<file path="src/rtl/lwb_pkg.sv">
package lwb_pkg;

    typedef enum logic [1:0] {
        ACC_B = 2'b00,
        ACC_H = 2'b01,
        ACC_W = 2'b10,
        ACC_D = 2'b11
    } acc_width_e;

    typedef struct packed {
        acc_width_e width;
        logic       is_unsigned;
        logic       reserve;
        logic [4:0] rd;
    } rsp_ctl_t;

    // Low address bits that must be zero for a naturally aligned access.
    function automatic logic [2:0] align_mask(acc_width_e w);
        case (w)
            ACC_H:   return 3'b001;
            ACC_W:   return 3'b011;
            ACC_D:   return 3'b111;
            default: return 3'b000;
        endcase
    endfunction

endpackage

</file>
<file path="src/rtl/lwb_align_check.sv">
module lwb_align_check
    import lwb_pkg::*;
#(
    parameter int XLEN = 64
) (
    input  logic            valid,
    input  logic [XLEN-1:0] addr,
    input  acc_width_e      width,
    input  logic            plat_ok,
    output logic            misaligned
);
    logic [2:0] low_bits;

    assign low_bits   = addr[2:0];
    assign misaligned = valid && !plat_ok && (|(low_bits & align_mask(width)));

endmodule

</file>
<file path="src/rtl/lwb_extend.sv">
module lwb_extend
    import lwb_pkg::*;
#(
    parameter int XLEN = 64
) (
    input  logic [XLEN-1:0] raw,
    input  acc_width_e      width,
    input  logic            is_unsigned,
    output logic [XLEN-1:0] value
);
    localparam int NSIZES = $clog2(XLEN / 8) + 1;

    logic [XLEN-1:0] cand [NSIZES];

    for (genvar g = 0; g < NSIZES; g++) begin : g_size
        localparam int NB = 8 << g;
        logic fill;
        assign fill = is_unsigned ? 1'b0 : raw[NB-1];
        if (NB < XLEN) begin : g_pad
            assign cand[g] = {{(XLEN - NB){fill}}, raw[NB-1:0]};
        end else begin : g_full
            assign cand[g] = raw;
        end
    end

    always_comb begin
        if (int'(width) < NSIZES) value = cand[int'(width)];
        else                      value = cand[NSIZES-1];
    end

endmodule

</file>
<file path="src/rtl/lwb_resv.sv">
module lwb_resv #(
    parameter int XLEN = 64
) (
    input  logic            clk,
    input  logic            rst,
    input  logic            set,
    input  logic [XLEN-1:0] set_addr,
    input  logic            cancel,
    output logic            held,
    output logic [XLEN-1:0] addr
);
    always_ff @(posedge clk) begin
        if (rst) begin
            held <= 1'b0;
            addr <= '0;
        end else if (cancel) begin
            held <= 1'b0;
        end else if (set) begin
            held <= 1'b1;
            addr <= set_addr;
        end
    end


    cancel_wins_chk: assert property (@(posedge clk) disable iff (rst)
        cancel |=> !held);


    set_only_on_request_chk: assert property (@(posedge clk) disable iff (rst)
        (!set && !held) |=> !held);

endmodule

</file>
<file path="src/rtl/load_writeback_unit.sv">
module load_writeback_unit
    import lwb_pkg::*;
#(
    parameter int XLEN    = 64,
    parameter int CAUSE_W = 5
) (
    input  logic               clk,
    input  logic               rst,
    input  logic               req_valid,
    input  logic [XLEN-1:0]    req_addr,
    input  logic [1:0]         req_width,
    input  logic               plat_misaligned_ok,
    output logic               misaligned,
    input  logic               rsp_valid,
    input  logic [XLEN-1:0]    rsp_addr,
    input  logic [1:0]         rsp_width,
    input  logic               rsp_unsigned,
    input  logic               rsp_reserve,
    input  logic [4:0]         rsp_rd,
    input  logic [XLEN-1:0]    rsp_data,
    input  logic               rsp_fault,
    input  logic [CAUSE_W-1:0] rsp_cause,
    input  logic               resv_cancel,
    output logic               wb_valid,
    output logic [4:0]         wb_rd,
    output logic [XLEN-1:0]    wb_data,
    output logic               trap_valid,
    output logic [XLEN-1:0]    trap_addr,
    output logic [CAUSE_W-1:0] trap_cause,
    output logic               retire_valid,
    output logic               retire_ok,
    output logic               resv_valid,
    output logic [XLEN-1:0]    resv_addr
);
    rsp_ctl_t        ctl;
    logic [XLEN-1:0] ext_value;
    logic            good;
    logic            resv_set;

    assign ctl.width       = acc_width_e'(rsp_width);
    assign ctl.is_unsigned = rsp_unsigned;
    assign ctl.reserve     = rsp_reserve;
    assign ctl.rd          = rsp_rd;

    assign good     = rsp_valid && !rsp_fault;
    assign resv_set = good && ctl.reserve;

    lwb_align_check #(.XLEN(XLEN)) u_align (
        .valid      (req_valid),
        .addr       (req_addr),
        .width      (acc_width_e'(req_width)),
        .plat_ok    (plat_misaligned_ok),
        .misaligned (misaligned)
    );

    lwb_extend #(.XLEN(XLEN)) u_extend (
        .raw         (rsp_data),
        .width       (ctl.width),
        .is_unsigned (ctl.is_unsigned),
        .value       (ext_value)
    );

    lwb_resv #(.XLEN(XLEN)) u_resv (
        .clk      (clk),
        .rst      (rst),
        .set      (resv_set),
        .set_addr (rsp_addr),
        .cancel   (resv_cancel),
        .held     (resv_valid),
        .addr     (resv_addr)
    );

    always_ff @(posedge clk) begin
        if (rst) begin
            wb_valid     <= 1'b0;
            wb_rd        <= '0;
            wb_data      <= '0;
            trap_valid   <= 1'b0;
            trap_addr    <= '0;
            trap_cause   <= '0;
            retire_valid <= 1'b0;
            retire_ok    <= 1'b0;
        end else begin
            wb_valid     <= good && (ctl.rd != 5'd0);
            trap_valid   <= rsp_valid && rsp_fault;
            retire_valid <= rsp_valid;
            retire_ok    <= good;
            if (good) begin
                wb_rd   <= ctl.rd;
                wb_data <= ext_value;
            end
            if (rsp_valid && rsp_fault) begin
                trap_addr  <= rsp_addr;
                trap_cause <= rsp_cause;
            end
        end
    end


    no_write_on_trap_chk: assert property (@(posedge clk) disable iff (rst)
        trap_valid |-> (!wb_valid && !retire_ok));


    retire_follows_rsp_chk: assert property (@(posedge clk) disable iff (rst)
        !rsp_valid |=> (!retire_valid && !wb_valid && !trap_valid));


    plat_override_chk: assert property (@(posedge clk) disable iff (rst)
        plat_misaligned_ok |-> !misaligned);


    byte_aligned_chk: assert property (@(posedge clk) disable iff (rst)
        (req_width == 2'b00) |-> !misaligned);


    x0_write_dropped_chk: assert property (@(posedge clk) disable iff (rst)
        (rsp_valid && !rsp_fault && rsp_rd == 5'd0) |=> (!wb_valid && retire_ok));


    fault_keeps_resv_chk: assert property (@(posedge clk) disable iff (rst)
        (rsp_valid && rsp_fault && !resv_cancel) |=> $stable(resv_addr));

endmodule

</file>
<file path="config.mk">
export PLATFORM = sky130hd
export DESIGN_NAME = load_writeback_unit
export DESIGN_NICKNAME = d
export VERILOG_FILES = /design/src/rtl/lwb_pkg.sv /design/src/rtl/lwb_align_check.sv /design/src/rtl/lwb_extend.sv /design/src/rtl/lwb_resv.sv /design/src/rtl/load_writeback_unit.sv
export SDC_FILE = /design/constraint.sdc
export NUM_CORES = 1
export LEC_CHECK = 0
export BUFFER_PORTS_ARGS = -buffer_cell sky130_fd_sc_hd__buf_2
export CORE_AREA = 3 3 163 165
export CTS_BUF_LIST = sky130_fd_sc_hd__clkbuf_4 sky130_fd_sc_hd__clkbuf_8
export CTS_CLUSTER_SIZE = 16
export DETAILED_ROUTE_END_ITERATION = 10
export DIE_AREA = 0 0 166 168
export HOLD_SLACK_MARGIN = 0.15
export PLACE_DENSITY = 0.61
export SLEW_MARGIN = 20
export SYNTH_ARGS = -nofsm -noshare
export SYNTH_HDL_FRONTEND = slang
export SYNTH_SLANG_ARGS = --single-unit
</file>
<file path="constraint.sdc">
create_clock -name clk -period 1.2 [get_ports clk]
set_input_delay 0 -clock clk [delete_from_list [all_inputs] [get_ports clk]]
set_output_delay 0 -clock clk [all_outputs]
set_load 0.05 [all_outputs]
</file>
==> results.md, run 1 <==
* Die Ht at 168 um
* Slew Limit Headroom at 53.0%
* Yosys top cell area share at 53.9%
* Initial Util at 30.5%
* Int Pwr at 12.7 mW
* Distinct cell type count after synthesis at 27
* Period utilization at 98.4%
* Htree depth at 2
* Synth warn at 0
* Comb pwr share at 19.0%
* Startpoint types: primary input
* Initial DRC count at 495
* Initial antenna violation count at 0
* Core ar. at 25200 sq um
* Crit-path max FO at 10
* Largest net degree at the start of global routing at 46
* PD cells at 1340 nW/um^2
* Post-synthesis cell count at 948
* Peak supply drop at 0.823 mV
* Area Growth Syn to Fin at 74.3%
* Clock-pin transition on the worst setup and hold timing paths at 0.06 ns
* Slowest cell delay on critical path at 0.54 ns
* Synthesized flop and latch total at 207
* Mapped cell area at 7680 sq um
* Ys async rst share at 0%
* Switch share at 29.2%
* Clk buf depth at 3
* Root Buffer: clkbuf_8
* Final Util at 53.2%
* # IOs at 423
* Crit Path Class: in2reg
* GP Congestion at 0.794
* Nets at 1757
* Worst hold path endpoint: wb_data[62]$_SDFFE_PP0P_
* Vias at 8907
* Arr. time, crit path at 1.60 ns
* Dominant synthesized flop cell: dfxtp_1
* Synth area leaders: dfxtp_1 54%, nand2_1 15%, a21oi_1 9.6%, a211oi_1 3.5%, a211oi_2 3.3%
* P_leak at 6.01 nW
* Final worst path period need at 1.18 ns
* CTS tree: built
* Final worst slack at 0.0188 ns
* Setup-failing EPs final at 0
* Slew Limit Fails at 0
* Antenna Nets Post-Route at 0
* Slew @ Worst Pin at 0.705 ns
* Crit path buf inv count at 3
* Sequential element share of the synthesized area at 53.9%
* DRC errors left at 0
* Total GRT Usage at 19.9%
* NetSw at 5.25 mW
* Setup WS pre-CTS at -0.0656 ns
* Min-delay src: rsp_width[1]
* Buffers on Ports at 361
* Critical Path Sink Type: flip-flop
* Sink Count at 207
* Max Cap Viol at 0
* Via/cell ratio at 4.69
* Worst hold slack at 0.0716 ns
* Clk_lat worst skew at 0.51 ns
* Outcome: completed
* Post-Syn Nets at 1163
* Hold Crit Depth at 4
* Register-to-register path setup slack at 0.03 ns
* Power consumption at 18.0 mW
* CTS buffer count at 38
* # rows at 58
* Die width at 166 um
* Crit-path cells: dlygate4sd3_1 -> buf_2 -> nor3b_4 -> buf_6 -> o21ai_0 -> a211oi_2
* Grt ovf at 0
* Hold Violations, Final at 0
* Final wirelength at 29.8 mm
* Critical path's slowest cell: dlygate4sd3_1
* Total negative slack at 0 ns
* CP required at 1.62 ns
* Wire length per cell at 15.7 um
* Post-Route Skew at 0 ns
* Reg-to-Reg Start: trap_cause[3]$_SDFFE_PP0P_
* Crit-path leading delay family: buffers and inverters
* Sequential share of power at 40.8%
* Die ar. at 27900 sq um
* Post-synth EDFFs at 0
* Vias in the first global route at 8998
* Syn_area_per_cell at 8.11 sq um
* FF-to-FF End: trap_cause[3]$_SDFFE_PP0P_
* Dpl hpwl at 18.3 mm
* Share of layout cells above drive strength 1 at 33.4%
* 1st-pass router iterations at 7
* Highest clock rate at 847 MHz
* Synth area leader: dfxtp_1
* First-pass GRT wire length at 46.3 mm
* Hold Path Class: in2reg
* Clock share of power at 40.3%
* Reg2Reg Depth at 3
## synthesized netlist by cell type, types with 3 or more instances
master    instances
buf_1             5
clkbuf_1         46
a211oi_2         20
nand2_1         317
a211oi_1         36
buf_6             3
buf_2            21
and2_1           34
clkbuf_2          4
nor2_1           58
o21ai_0          34
a21oi_1         148
dfxtp_1         207
## power groups by stage
stage	sequential, mW	combinational (mW)	clock (mW)
after global placement	7.46	2.77	0
after floorplan	8.51	0.768	0
after detailed placement	7.47	2.78	0
final	7.33	3.42	7.24
after global routing	7.36	3.63	7.77
after CTS	7.32	3.35	7.44
## worst max-delay path by stage
stage | from | endpoint | slack [ns] | depth (start not counted)
after floorplan | rst | wb_data[30]$_SDFFE_PP0P_ | 0.18 | 4
after global placement | rsp_fault | wb_data[9]$_SDFFE_PP0P_ | -0.07 | 4
after detailed placement | rsp_fault | wb_data[11]$_SDFFE_PP0P_ | -0.07 | 4
after CTS | trap_addr[62]$_SDFFE_PP0P_ | trap_addr[62] | 0.001 | 1
after global routing | u_resv.held$_SDFFE_PP0P_ | resv_valid | -0.008 | 1
final | rsp_unsigned | wb_data[40]$_SDFFE_PP0P_ | 0.02 | 6
## layout make-up
class	count	area, sq um
antenna	1	2.50
clock buffer	61	764
clock inverter	7	71.3
fill	2235	11800
inverter	1	3.75
multi-input combinational	661	3280
sequential	207	4150
tap	330	413
timing repair buffer	633	4710
## worst reg2reg max path: stages, from the launching register on
cell	delay, ns
dfxtp_1	0.33
nand2_1	0.05
a21oi_1	0.16
dlygate4sd3_1	0.58
## registers in the layout, indices dropped and copies added, names as in the netlist
register,flops
retire_ok,1
retire_valid,1
trap_addr,64
trap_cause,5
trap_valid,1
u_resv.addr,64
u_resv.held,1
wb_data,64
wb_rd,5
wb_valid,1
## what timing repair did
action / CTS / global route
buffers inserted: 0 / 1
pin swaps: 0 / 3
endpoints found under the hold margin: 207 / 81
cloned: 0 / 2
setup endpoints to repair: 2 / 71
hold buffers: 224 / 5
resized for setup: 2 / 35
## cells in the final DEF (no fill, tap or decap), drive strengths merged
cell type     count
buf             399
nand2           317
dlygate4sd3     216
dfxtp           207
a21oi           148
clkbuf           75
nor2             58
a211oi           56
o21ai            34
and2             34
dlymetal6s4s      4
clkinvlp          3
clkinv            2
inv               2
nor3              2
nor2b             2
diode             1
and3b             1
nand2b            1
nor4b             1
and4bb            1
nor3b             1
or2               1
nor4bb            1
nand4bb           1
or4               1
o21a              1
bufinv            1
## metrics by stage
stage / cell area, sq um / instances
after floorplan: 7680 / 948
after global placement: 10100 / 1607
after detailed placement: 10100 / 1607
after CTS: 13200 / 1899
after global routing: 13400 / 1900
final: 13400 / 1901
## cell families (layout without fill, tap and decap cells)
| kind of cell | count (synthesis) | after routing | share of synthesized area, % |
|---|---|---|---|
| and+or+nand+nor | 422 | 422 | 22.7 |
| AOI/OAI and AO/OA | 239 | 239 | 18.7 |
| DFF | 207 | 207 | 53.9 |
| buffers and inverters | 80 | 702 | 4.61 |
| other | 0 | 1 | 0 |
## layer usage
layer	vias up	routed length, um	track usage [%]
met4	0	1340	9.40
met5	-	0	0
met3	87	1990	5.31
met2	360	14600	34.9
met1	4140	11900	22.6
li1	4320	-	-
Power figures use the tool's default switching activity.
==> inputs of run 2 (changes only) <==
- RECOVER_POWER: not set -> 25
==> results.md, run 2 (same netlist as run 1, synthesis figures left out) <==
* Outcome: completed (unchanged)
* DRC errors left at 0 (unchanged)
* Hold Crit Depth at 4 (unchanged)
* Nets at 1757 (unchanged)
* Crit-path max FO at 10 (unchanged)
* Vias in the first global route at 8998 (unchanged)
* Clk_lat worst skew at 0.51 ns (about the same)
* Crit-path cells: dlygate4sd3_1 -> buf_2 -> nor3b_4 -> buf_6 -> o21ai_0 -> a211oi_2 (unchanged)
* Die width at 166 um (unchanged)
* Slew @ Worst Pin at 0.840 ns (was 0.705 ns)
* Grt ovf at 0 (unchanged)
* Final worst path period need at 1.18 ns (about the same)
* Clk buf depth at 3 (unchanged)
* Period utilization at 98.4% (about the same)
* Setup-failing EPs final at 0 (unchanged)
* PD cells at 1350 nW/um^2 (was 1340 nW/um^2)
* Critical Path Sink Type: flip-flop (unchanged)
* Vias at 8894 (was 8907)
* Startpoint types: primary input (unchanged)
* Biggest regs: trap_addr (64), u_resv.addr (64), wb_data (64) (unchanged)
* Slew Limit Headroom at 44.0% (was 53.0%)
* P_leak at 5.97 nW (was 6.01 nW)
* Htree depth at 2 (unchanged)
* CP required at 1.62 ns (about the same)
* Min-delay src: rsp_width[1] (unchanged)
* Post-Route Skew at 0 ns (unchanged)
* CTS buffer count at 38 (unchanged)
* Peak supply drop at 0.824 mV (was 0.823 mV)
* FF-to-FF End: trap_cause[3]$_SDFFE_PP0P_ (unchanged)
* Routed length on met3 at 2.04 mm (was 1.99 mm)
* Crit path buf inv count at 3 (unchanged)
* Die ar. at 27900 sq um (unchanged)
* Initial Util at 30.5% (unchanged)
* Slew Limit Fails at 0 (unchanged)
* Final Util at 53.0% (was 53.2%)
* Top Layer Used: met4 (unchanged)
* First-pass GRT wire length at 46.3 mm (unchanged)
* Crit Path Class: in2reg (unchanged)
* Total GRT Usage at 19.9% (unchanged)
* Initial DRC count at 483 (was 495)
* Arr. time, crit path at 1.60 ns (about the same)
* Footprint of the multi-input gates at 3260 sq um (was 3280 sq um)
* Largest net degree at the start of global routing at 46 (unchanged)
* Sink Count at 207 (unchanged)
* Max Cap Viol at 0 (unchanged)
* Most common cell after layout, fill and taps aside: buf_2 (unchanged)
* Initial antenna violation count at 0 (unchanged)
* Die Ht at 168 um (unchanged)
* Root Buffer: clkbuf_8 (unchanged)
* Commonest cells after routing, fill and taps aside: 342 x buf_2, 316 x nand2_1, 216 x dlygate4sd3_1, 202 x dfxtp_1, 142 x a21oi_1 (was 344 x buf_2, 316 x nand2_1, 216 x dlygate4sd3_1, 202 x dfxtp_1, 138 x a21oi_1)
* FF+latch area at 4150 sq um (unchanged)
* GP Congestion at 0.794 (unchanged)
* Met2 WL post-DR at 14.6 mm (about the same)
* Final wirelength at 29.8 mm (about the same)
* Critical path's slowest cell: dlygate4sd3_1 (unchanged)
* # IOs at 423 (unchanged)
* Via/cell ratio at 4.68 (was 4.69)
* 1st-pass router iterations at 5 (was 7)
* Clock-pin transition on the worst setup and hold timing paths at 0.06 ns (about the same)
* Buffers on Ports at 361 (unchanged)
* Wire length per cell at 15.7 um (about the same)
* Hold Violations, Final at 0 (unchanged)
* # rows at 58 (unchanged)
* Crit-path leading delay family: buffers and inverters (unchanged)
* Worst hold path endpoint: wb_data[62]$_SDFFE_PP0P_ (unchanged)
* Hold Path Class: in2reg (unchanged)
* Reg2Reg Depth at 3 (unchanged)
* Antenna Nets Post-Route at 0 (unchanged)
* Dpl hpwl at 18.3 mm (unchanged)
* Fillers at 2251 (was 2235)
* Slowest cell delay on critical path at 0.54 ns (about the same)
* Reg-to-Reg Start: trap_cause[3]$_SDFFE_PP0P_ (unchanged)
* DRT met1 WL at 11.8 mm (was 11.9 mm)
* Register-to-register path setup slack at 0.02 ns (was 0.03 ns)
* Share of layout cells above drive strength 1 at 33.1% (was 33.4%)
* Power consumption at 18.0 mW (about the same)
* Core ar. at 25200 sq um (unchanged)
* Area Growth Syn to Fin at 73.6% (was 74.3%)
* CTS tree: built (unchanged)
* Highest clock rate at 847 MHz (about the same)
## run 2: cell count changes in the layout (fill, tap and decap cells not counted)
cell,previous run,this run
a21oi_1,138,142
a21oi_2,10,6
buf_12,17,16
buf_2,344,342
buf_4,35,30
clkbuf_1,0,3
clkbuf_2,0,5
clkbuf_4,24,25
clkdlybuf4s25_1,0,1
dlymetal6s4s_1,4,2
## run 2: layer usage
| layer | track usage [%] | vias up |
|---|---|---|
| met5 | 0 | - |
| met4 | 9.40 | 0 |
| met3 | 5.31 | 84 |
| met2 | 34.9 | 351 |
| met1 | 22.6 | 4138 |
| li1 | - | 4321 |
## run 2: worst register-to-register path: cells and delay by family, from the launching register on
family,cells,cell delay [ns]
buffers and inverters,1,0.58
flip-flops,1,0.33
AO/OA/AOI/OAI,1,0.16
AND/OR/NAND/NOR,1,0.05
## run 2: layout make-up
type	count	share of cell area (%)
Antenna cell	1	0.0188
Tap cell	330	3.10
Clock buffer	61	5.73
Sequential cell	207	31.1
Multi-Input combinational cell	661	24.5
Clock inverter	7	0.535
Inverter	1	0.0281
Timing Repair Buffer	633	35.0
## run 2: worst max path at each step
stage	from	to	cells after the start
final	rsp_unsigned	wb_data[40]$_SDFFE_PP0P_	6
after global routing	u_resv.held$_SDFFE_PP0P_	resv_valid	1
after CTS	trap_addr[62]$_SDFFE_PP0P_	trap_addr[62]	1
after detailed placement	rsp_fault	wb_data[11]$_SDFFE_PP0P_	4
after global placement	rsp_fault	wb_data[9]$_SDFFE_PP0P_	4
after floorplan	rst	wb_data[30]$_SDFFE_PP0P_	4
## run 2: power by group
part / leakage, nW / total [mW] / switching, mW / internal (mW)
logic: 3.85 / 3.40 / 2.12 / 1.28
clock network: 0.434 / 7.23 / 2.97 / 4.27
registers: 1.69 / 7.33 / 0.150 / 7.18
## run 2: metrics by stage
stage	cell area [sq um]	setup WS (ns)	instances	setup TNS (ns)	hold WS (ns)
2_1_floorplan	7680	0.176	948	0	0.0793
3_3_place_gp	10100	-0.0745	1607	-0.553	0.231
3_5_place_dp	10100	-0.0656	1607	-0.475	0.237
4_1_cts	13200	0.000971	1899	0	0.0265
5_1_grt	13300	-0.00784	1900	-0.00913	0.0629
6_report	13300	0.0189	1901	0	0.0720
## run 2: repair_timing
item / in CTS / in global routing
pin swaps: 0 / 3
setup buffers: 0 / 1
hold buffers: 224 / 5
setup endpoints to repair: 2 / 71
endpoints found under the hold margin: 207 / 81
gates cloned: 0 / 2
resized for setup: 2 / 35
==> inputs of run 3 (changes only) <==
- BUFFER_PORTS_ARGS: -buffer_cell sky130_fd_sc_hd__buf_2 -> -buffer_cell sky130_fd_sc_hd__clkbuf_2
==> results.md, run 3 (same netlist as run 1, synthesis figures left out) <==
* Sequential share of power at 41.7% (was 40.8%)
* PD cells at 1250 nW/um^2 (was 1350 nW/um^2)
* P_leak at 6.21 nW (was 5.97 nW)
* Crit-path cells: nand2_1 -> a21oi_2 -> dlygate4sd3_1 (was dlygate4sd3_1 -> buf_2 -> nor3b_4 -> buf_6 -> o21ai_0 -> a211oi_2)
* Int Pwr at 12.3 mW (was 12.7 mW)
* Hold Violations, Final at 2 (was 0)
* Initial antenna violation count at 0 (unchanged)
* CP required at 1.66 ns (was 1.62 ns)
* Clock share of power at 38.1% (was 40.3%)
* Crit Path Class: reg2reg (was in2reg)
* Unrepaired setup endpoints after global routing: true
* Wire length per cell at 16.1 um (was 15.7 um)
* Met2 WL post-DR at 15.3 mm (was 14.6 mm)
* Slowest cell delay on critical path at 0.57 ns (was 0.54 ns)
* Core ar. at 25200 sq um (unchanged)
* Critical Path Sink Type: flip-flop (unchanged)
* Die width at 166 um (unchanged)
* Dpl hpwl at 18.2 mm (was 18.3 mm)
* Commonest cells after routing, fill and taps aside: 316 x nand2_1, 282 x dlygate4sd3_1, 270 x clkbuf_2, 192 x dfxtp_1, 129 x a21oi_1 (was 342 x buf_2, 316 x nand2_1, 216 x dlygate4sd3_1, 202 x dfxtp_1, 142 x a21oi_1)
* First-pass GRT wire length at 49.1 mm (was 46.3 mm)
* # diodes at 0 (was 1)
* Comb pwr share at 20.2% (was 18.9%)
* GP Congestion at 0.815 (was 0.794)
* NetSw at 5.26 mW (was 5.23 mW)
* Top Layer Used: met4 (unchanged)
* Total GRT Usage at 21.3% (was 19.9%)
* Die ar. at 27900 sq um (unchanged)
* Critical path's slowest cell: dlygate4sd3_1 (unchanged)
* Startpoint types: flip-flop (was primary input)
* Failing checks: negative hold slack
* Worst hold slack at -0.232 ns (was 0.0720 ns)
* Slew Limit Headroom at 61.0% (was 44.0%)
* Period utilization at 99.9% (was 98.4%)
* Grt ovf at 0 (unchanged)
* Post-Place Cell Area at 10200 sq um (was 10100 sq um)
* Setup-failing EPs final at 0 (unchanged)
* Switch share at 29.9% (was 29.1%)
* Post-Route Skew at 0 ns (unchanged)
* Crit path buf inv count at 1 (was 3)
* Initial Util at 30.5% (unchanged)
* Final worst path period need at 1.20 ns (was 1.18 ns)
* Most common cell after layout, fill and taps aside: nand2_1 (was buf_2)
* Max Cap Viol at 0 (unchanged)
* DRT met1 WL at 12.1 mm (was 11.8 mm)
* Final instance area at 14000 sq um (was 13300 sq um)
* Cell Count, Final, Fillers Out at 1962 (was 1901)
* Peak supply drop at 0.882 mV (was 0.824 mV)
* Initial DRC count at 557 (was 483)
* Placed Instances at 1613 (was 1607)
* Nets at 1826 (was 1757)
* Slew Limit Fails at 0 (unchanged)
* Root Buffer: clkbuf_8 (unchanged)
* Clk_lat worst skew at 0.52 ns (was 0.51 ns)
* Outcome: finished, violations left (was completed)
* # IOs at 423 (unchanged)
* Htree depth at 2 (unchanged)
* Final Util at 55.7% (was 53.0%)
* # rows at 58 (unchanged)
* Routed length on met3 at 2.28 mm (was 2.04 mm)
* Vias at 9336 (was 8894)
* Biggest regs: trap_addr (64), u_resv.addr (64), wb_data (64) (unchanged)
* Vias in the first global route at 9491 (was 8998)
* Largest net degree at the start of global routing at 65 (was 46)
* Clock-pin transition on the worst setup and hold timing paths at 0.06 ns (about the same)
* CTS buffer count at 37 (was 38)
* Sink Count at 207 (unchanged)
* 1st-pass router iterations at 5 (unchanged)
* CTS tree: built (unchanged)
* Area Growth Syn to Fin at 82.5% (was 73.6%)
* Clk buf depth at 3 (unchanged)
* Crit-path leading delay family: buffers and inverters (unchanged)
* Crit-path max FO at 2 (was 10)
* Slew @ Worst Pin at 0.588 ns (was 0.840 ns)
* Via/cell ratio at 4.76 (was 4.68)
* Share of layout cells above drive strength 1 at 33.0% (was 33.1%)
* Hold Path Class: in2reg (unchanged)
* Die Ht at 168 um (unchanged)
* Antenna Nets Post-Route at 0 (unchanged)
* Buffers on Ports at 361 (unchanged)
* DRC errors left at 0 (unchanged)
* Highest clock rate at 834 MHz (was 847 MHz)
* Arr. time, crit path at 1.66 ns (was 1.60 ns)
* Final wirelength at 31.5 mm (was 29.8 mm)
run 3: changes by cell type in the layout (fill, tap and decap cells not counted), moves of 2 or more:
cell / delta
buf_6: +4
dlygate4sd3_1: +66
clkbuf_1: +2
buf_2: -275
clkbuf_2: +265
dfxtp_1: -10
clkbuf_8: -6
a21oi_2: +13
a21oi_1: -13
clkbuf_4: +7
dfxtp_2: +10
run 3: area by class of cell:
cell class	count	area (sq um)
clock buffer	53	667
inverter	1	3.75
sequential	207	4160
clock inverter	7	71.3
tap	330	413
multi-input combinational	661	3310
fill	2171	11200
timing repair buffer	703	5390
run 3: final timing paths:
kind / startpoint / to / slack (ns) / cells past startpoint
setup / recovery: trap_addr[3]$_SDFFE_PP0P_ / trap_addr[3]$_SDFFE_PP0P_ / 0.0008 / 3
hold reg to reg: u_resv.addr[46]$_SDFFE_PP0P_ / u_resv.addr[46]$_SDFFE_PP0P_ / 0.45 / 2
hold / removal: rst / wb_data[7]$_SDFFE_PP0P_ / -0.23 / 2
setup reg to reg: trap_addr[3]$_SDFFE_PP0P_ / trap_addr[3]$_SDFFE_PP0P_ / 0.0008 / 3
run 3: metrics by stage:
step / worst slack (ns) / setup TNS (ns) / total power, mW / hold WS [ns]
floorplan: 0.176 / 0 / 9.28 / 0.0793
global placement: -0.0124 / -0.0425 / 10.2 / 0.222
detailed placement: -0.0301 / -0.218 / 10.3 / 0.230
CTS: 0.000559 / 0 / 17.7 / 0.0237
global route: -0.0523 / -0.133 / 18.4 / -0.218
finish: 0.000820 / 0 / 17.6 / -0.232
run 3: routing by layer:
| layer | up-vias | global-route usage [%] |
|---|---|---|
| li1 | 4448 | - |
| met1 | 4366 | 24.0 |
| met2 | 402 | 36.4 |
| met3 | 120 | 5.56 |
| met4 | 0 | 12.5 |
| met5 | - | 0 |
run 3: what timing repair did:
item / 4_1_cts / 5_1_grt
cloned: 0 / 2
setup buffers: 0 / 1
pin swaps: 0 / 4
hold buffers: 301 / 6
setup endpoints to repair: 8 / 157
hold endpoints to repair: 207 / 36
gates resized for setup: 8 / 148
run 3: power by group through the flow:
stage,registers (mW),clock network [mW],logic [mW]
after floorplan,8.51,0,0.768
after global placement,7.47,0,2.77
after detailed placement,7.48,0,2.79
after CTS,7.33,6.87,3.48
after global routing,7.37,7.23,3.77
final,7.34,6.70,3.55
